<file path="src/rtl/serial_dr_adder.sv">
module serial_dr_adder #(
  parameter int W = 32,
  localparam int CW = (W > 1) ? $clog2(W) : 1
) (
  input  logic         clk,
  input  logic         rst_n,
  input  logic         load,
  input  logic [W-1:0] a_in,
  input  logic [W-1:0] b_in,
  input  logic         cin,
  input  logic         start,
  output logic [W-1:0] sum_out,
  output logic         carry_out,
  output logic         busy,
  output logic         finish,
  output logic         bit_done
);

  logic [W-1:0]  a_sh, b_sh, s_sh;
  logic [1:0]    c_q;
  logic [CW-1:0] bit_cnt;
  logic          phase;

  logic [1:0] a_dr, b_dr, c_dr, co_dr;
  logic       req_ab, req_c, s_bit;

  assign req_ab = busy & phase;
  assign req_c  = busy & phase;

  assign a_dr = req_ab ? {a_sh[0], ~a_sh[0]} : 2'b00;
  assign b_dr = req_ab ? {b_sh[0], ~b_sh[0]} : 2'b00;
  assign c_dr = req_c  ? c_q : 2'b00;

  assign co_dr[1] = (a_dr[1] & b_dr[1]) | (a_dr[1] & c_dr[1]) | (b_dr[1] & c_dr[1]);
  assign co_dr[0] = (a_dr[0] & b_dr[0]) | (a_dr[0] & c_dr[0]) | (b_dr[0] & c_dr[0]);

  assign bit_done = (|a_dr) & (|b_dr) & (|c_dr) & (|co_dr);
  assign s_bit    = bit_done & (a_dr[1] ^ b_dr[1] ^ c_dr[1]);

  always_ff @(posedge clk) begin
    if (!rst_n) begin
      a_sh      <= '0;
      b_sh      <= '0;
      s_sh      <= '0;
      c_q       <= 2'b00;
      bit_cnt   <= '0;
      phase     <= 1'b0;
      busy      <= 1'b0;
      finish    <= 1'b0;
      sum_out   <= '0;
      carry_out <= 1'b0;
    end else begin
      finish <= 1'b0;
      if (!busy) begin
        if (load) begin
          a_sh <= a_in;
          b_sh <= b_in;
        end
        if (start) begin
          busy    <= 1'b1;
          phase   <= 1'b1;
          bit_cnt <= '0;
          c_q     <= cin ? 2'b10 : 2'b01;
        end
      end else if (phase) begin
        if (bit_done) begin
          s_sh  <= {s_bit, s_sh[W-1:1]};
          a_sh  <= {1'b0, a_sh[W-1:1]};
          b_sh  <= {1'b0, b_sh[W-1:1]};
          c_q   <= co_dr;
          phase <= 1'b0;
          if (bit_cnt == CW'(W-1)) begin
            busy      <= 1'b0;
            finish    <= 1'b1;
            sum_out   <= {s_bit, s_sh[W-1:1]};
            carry_out <= co_dr[1];
          end else begin
            bit_cnt <= bit_cnt + 1'b1;
          end
        end
      end else begin
        phase <= 1'b1;
      end
    end
  end

endmodule

</file>
<file path="config.mk">
export PLATFORM = sky130hd
export DESIGN_NAME = serial_dr_adder
export DESIGN_NICKNAME = d
export VERILOG_FILES = /design/src/rtl/serial_dr_adder.sv
export SDC_FILE = /design/constraint.sdc
export NUM_CORES = 1
export LEC_CHECK = 0
export BUFFER_PORTS_ARGS = -buffer_cell sky130_fd_sc_hd__buf_2
export CAP_MARGIN = 20
export CORE_UTILIZATION = 56
export DETAILED_ROUTE_END_ITERATION = 10
export PLACE_DENSITY = 0.8
export SLEW_MARGIN = 10
export SYNTH_ARGS = -nofsm -noshare
export SYNTH_HDL_FRONTEND = slang
export SYNTH_SLANG_ARGS = --single-unit
</file>
<file path="constraint.sdc">
create_clock -name clk -period 3.4 [get_ports clk]
set_input_delay 0.34 -clock clk [delete_from_list [all_inputs] [get_ports clk]]
set_output_delay 0.34 -clock clk [all_outputs]
set_load 0.005 [all_outputs]
</file>
==> run summary, run 1 <==
status: completed
largest net degree at the start of global routing: 92
Clock Tree Root: clkbuf_8
Final #Nets: 785
max incr delay on CP: 0.54 ns
final hold vios: 0
Fmax: 316 MHz
count leader, synth: dfxtp_1
clk_skew: 0.00710 ns
final max-slew violation count: 0
Row Count: 37
Hold Path Class: primary input to flip-flop
layout cell share with drive strength beyond 1: 29.3%
Worst path depth: 7
EDFF count, synth: 0
Finished Layout Cells: 862
later-pin clock latency in the skew report: 0.52 ns
DRT iter0 DRCs: 259
hold_buf cts: 0
Setup WS post-layout: 0.235 ns
crit end category: output pin
Port Buffers: 104
dpl hpwl: 7.81 mm
final WL: 12.7 mm
Synth cell types: 39
worst r2r path cells: 7
initial antenna violation count: 1
top post-synthesis cells by count: 138 x dfxtp_1, 132 x nand2_1, 68 x a21oi_1, 65 x nor3_1, 63 x mux2i_1
worst r2r dst: a_sh[31]
total number of vias: 4850
Slew headroom: 30.1%
slowest CP cell: buf_4
vias in the first global route: 4742
pre-CTS setup slack: 0.733 ns
crit path cell chain: and3_1 > fa_1 > and2b_4 > a211o_4 > clkinv_2 > buf_4 > buf_2
crit path time final: 3.16 ns
crit start category: flip-flop
# fillers: 828
Worst Setup EP: bit_done
post-route core utilization: 68.6%
CTS resizes: 0
# diodes: 0
Buffers & Inverters on Critical Path: 3
DIE WIDTH: 106 um
syn_nets: 712
reg2reg setup slack: 0.68 ns
Die Y-Extent: 106 um
Critical Path RT: 3.06 ns
GRT Util Overall: 23.8%
wire per inst: 14.7 um
P_leak: 0.00271 uW
Core Area: 10400 sq um
post-synth top area cell: dfxtp_1
synthesized area: 6020 sq um
warnings from Yosys: 0
critical path class: flip-flop to output pin
RR Startpoint: phase
TritonCTS clock tree: done
Slew @ Worst Pin: 1.05 ns
Die Area: 11200 sq um
GPL Wtd Cong: 0.730
CP max FO: 64
Synth Instances: 640
Cell Pwr Density: 566 nW/um^2
Synth Flop Type: dfxtp_1
Pre-Repair DR Iteration Count: 4
CP Launch Point: phase
peak supply drop: 0.307 mV
total CTS buffers: 17
area delta synth->final: 18.2%
total clock sinks: 138
setup bufs post-CTS: 0
Routed Antenna Nets: 0
CTS H-tree depth: 4
Initial Util: 58.0%
Synth Area per Inst: 9.41 sq um
Setup TNS: 0 ns
DRC Markers: 0
CTS Buffer Depth: 2
delay-heaviest family, CP: buffers and inverters
share of flip-flops with an asynchronous set or reset: 0%
RSZ-0062 raised after global routing: false
Area contributors post-synth: dfxtp_1 46%, a211oi_2 12%, mux2i_1 10%
setup violators final: 0
Vias per Instance: 5.63
Seq/Total Area, Yosys: 45.9%
first-pass GRT wire length: 21.3 mm
fin crit share: 93.1%
Max Cap Viol: 0
Ports: 105
Worst Path Arrival: 2.82 ns
grt total ovfl: 0
register bit total from synthesis: 138
post-synth top area share: 45.9%
startpoint of the worst hold path: b_in[31]
Reg clk slew, reported paths: 0.06 ns
dpl cells: 830
==> worst min-delay path by stage <==
stage / end / slack (ns) / depth (start not counted)
after detailed placement: sum_out[6] / 0.44 / 2
after CTS: b_sh[31] / 0.09 / 3
after global routing: a_sh[31] / 0.14 / 3
after floorplan: a_sh[31] / 0.43 / 2
after global placement: a_sh[31] / 0.44 / 2
final: b_sh[31] / 0.11 / 3
==> metrics by stage <==
stage	hold slack (ns)	power, uW	instance area (sq um)
floorplan	0.428	2100	6020
global placement	0.438	2170	6500
detailed placement	0.444	2190	6500
CTS	0.0871	4050	7110
global route	0.139	4170	7110
finish	0.113	4030	7110
==> layer usage <==
metal	wire (um)	up-vias	track usage [%]	share of wire [%]
met2	6320	132	40.7	50
li1	-	2421	-	-
met4	111	2	9.42	0.88
met3	691	12	6.49	5.5
met5	10	-	0	0.079
met1	5540	2283	28.2	44
==> state kept, by name, summed over array words and instances (netlist names) <==
signal and count:
a_sh 32, b_sh 32, bit_cnt 5, busy 1, c_q 2, carry_out 1, finish 1, phase 1
s_sh 31, sum_out 32
==> cell families (layout without fill, tap and decap cells) <==
group | count (synthesis) | in the layout | synth area share, %
adders and majority gates | 3 | 3 | 0.748
and+or+nand+nor | 220 | 220 | 16.0
DFF | 138 | 138 | 45.9
AOI/OAI and AO/OA | 152 | 152 | 21.4
buffers and inverters | 64 | 150 | 5.45
muxes | 63 | 63 | 10.5
==> final cells by class <==
cell class / instances / area [sq um] / area share, %
Multi-Input combinational cell: 438 / 2940 / 41.3
Sequential cell: 138 / 2770 / 38.9
Timing Repair Buffer: 114 / 608 / 8.55
Clock buffer: 22 / 474 / 6.67
Tap cell: 136 / 170 / 2.39
Clock inverter: 10 / 138 / 1.93
Inverter: 4 / 18.8 / 0.264
==> cells in the final DEF (no fill, tap or decap), types with 2 or more instances in the layout <==
| master | instances |
|---|---|
| clkinv_2 | 4 |
| buf_2 | 104 |
| nor3_1 | 65 |
| nand2b_1 | 2 |
| nand2_1 | 132 |
| o21ai_1 | 2 |
| a211oi_1 | 5 |
| ha_1 | 2 |
| a31oi_1 | 3 |
| clkbuf_8 | 3 |
| mux2i_1 | 63 |
| inv_1 | 2 |
| and3_1 | 4 |
| dfxtp_1 | 137 |
| nor2_1 | 5 |
| o21ai_0 | 2 |
| a211oi_2 | 58 |
| bufinv_16 | 3 |
| buf_4 | 9 |
| nand3_1 | 3 |
| clkinvlp_4 | 2 |
| clkbuf_1 | 2 |
| o211ai_1 | 7 |
| a21oi_1 | 68 |
| clkbuf_16 | 17 |
==> tightest hold or removal path, delay by kind of cell <==
kind            cells  cell delay [ns]
compound gates      2             0.17
buf+inv             1             0.09
==> power breakdown <==
| part | internal, uW | switching [uW] | leakage, uW |
|---|---|---|---|
| Clock | 1200 | 676 | 0.000296 |
| Combinational | 178 | 238 | 0.00129 |
| Sequential | 1690 | 44.3 | 0.00113 |
| Total | 3070 | 959 | 0.00271 |
Note: power is estimated with default switching activity, not from simulation.
==> run 2: changes to the inputs <==
- CELL_PAD_IN_SITES_DETAIL_PLACEMENT: unset -> 2
- CELL_PAD_IN_SITES_GLOBAL_PLACEMENT: unset -> 2
- CORE_UTILIZATION: 56 -> 34
- PLACE_DENSITY: 0.8 -> unset
- PLACE_DENSITY_LB_ADDON: unset -> 0.1
==> run 2 against run 1 <==
Against the previous run:
- total power down 4.6%
- final area up 0.18%
- routed wire length up 25%
- via count up 2.1%
- critical path depth unchanged
==> run summary, run 2 (same netlist as run 1, synthesis figures left out) <==
status: completed
worst r2r path cells: 7
Critical Path RT: 3.06 ns
Die Area: 18200 sq um
layout cell share with drive strength beyond 1: 28.9%
dpl cells: 918
RSZ-0062 raised after global routing: false
Row Count: 48
total number of vias: 4951
# diodes: 0
CP max FO: 103
GPL Wtd Cong: 0.674
final WL: 15.9 mm
DIE WIDTH: 135 um
CTS Buffer Depth: 2
fin crit share: 93.2%
Multi-input gate area: 2940 sq um
top flop regs: a_sh x32, b_sh x32, sum_out x32
setup bufs post-CTS: 0
commonest non-fill, non-tap cells in the layout: 137 x dfxtp_1, 132 x nand2_1, 104 x buf_2
later-pin clock latency in the skew report: 0.41 ns
GRT Util Overall: 18.3%
clk_skew: 0.00630 ns
Hold Path Depth: 3
vias in the first global route: 5284
setup violators final: 0
Worst Path Arrival: 2.83 ns
area delta synth->final: 18.4%
wire per inst: 16.8 um
Pre-Repair DR Iteration Count: 4
CTS H-tree depth: 4
Ports: 105
Initial Util: 34.8%
first-pass GRT wire length: 26.4 mm
Finished Layout Cells: 948
dpl hpwl: 9.85 mm
Reg clk slew, reported paths: 0.06 ns
Die Y-Extent: 135 um
DRT iter0 DRCs: 155
final max-slew violation count: 0
Placed Area: 6600 sq um
Setup TNS: 0 ns
FF+latch area: 2770 sq um
Cell Pwr Density: 540 nW/um^2
Fmax: 316 MHz
Hold Path Class: primary input to flip-flop
crit end category: output pin
critical path class: flip-flop to output pin
crit path time final: 3.17 ns
peak supply drop: 0.336 mV
total CTS buffers: 17
Slew headroom: 25.9%
post-route core utilization: 41.2%
TritonCTS clock tree: done
Tot Pwr: 3850 uW
DRC Markers: 0
grt total ovfl: 0
final hold vios: 0
largest net degree at the start of global routing: 108
hold_buf cts: 0
Clock Tree Root: clkbuf_16
Core Area: 17300 sq um
commonest non-fill, non-tap cell in the layout: dfxtp_1
fin area: 7130 sq um
Final #Nets: 784
total clock sinks: 138
Max Cap Viol: 0
Routed Antenna Nets: 0
crit start category: flip-flop
initial antenna violation count: 0
Vias per Instance: 5.22
P_leak: 0.00267 uW
# fillers: 1923
Slew @ Worst Pin: 1.11 ns
Port Buffers: 104
## run 2: cell types whose count changed in the layout (fill, tap and decap cells not counted)
cell	change
buf_12	-1
buf_4	-1
buf_6	+1
bufinv_16	-2
clkbuf_1	+1
clkbuf_8	-2
clkinv_2	+3
clkinvlp_4	-1
inv_4	-1
## run 2: layout make-up
type | instances | share of cell area (%)
Clock buffer | 21 | 6.32
Clock inverter | 9 | 1.07
Inverter | 4 | 0.298
Multi-Input combinational cell | 438 | 41.2
Sequential cell | 138 | 38.8
Tap cell | 225 | 3.95
Timing Repair Buffer | 113 | 8.30
## run 2: layer usage
metal / global-route usage [%] / part of all wire (%)
met3: 3.57 / 3.2
met1: 22.8 / 46
met2: 31.5 / 49
met4: 5.81 / 1.2
met5: 0 / 0
## run 2: what timing repair did
item                                    in CTS  in global routing
gates resized for setup                      1                  0
endpoints found under the setup margin       1                  0
endpoints found under the hold margin        0                  0
## run 2: where the power goes
part	internal, uW	switching, uW	leakage (uW)
registers	1690	47.5	0.00113
clock network	1010	672	0.000262
logic	177	248	0.00128
total	2880	967	0.00267
## run 2: per-stage QoR
stage                     setup WS (ns)  hold slack, ns
after global placement            0.479           0.442
after floorplan                   0.803           0.428
after global routing             0.0824           0.219
final                             0.231           0.209
after CTS                         0.202           0.194
after detailed placement          0.391           0.452
## run 2: worst paths after layout
path                                  start          end  slack, ns
worst min-delay path               a_in[31]     a_sh[31]       0.21
worst max register to register        phase     b_sh[31]       0.63
worst max-delay path                  phase     bit_done       0.23
worst min register to register  sum_out[27]  sum_out[27]       0.45
## run 2: critical path: stages (launching register included)
cell and delay [ns]:
dfxtp_1 0.41, and3_1 0.21, fa_1 0.27, and2b_4 0.23, a211o_4 0.34, clkinv_2 0.06, buf_6 0.60, buf_2 0.24
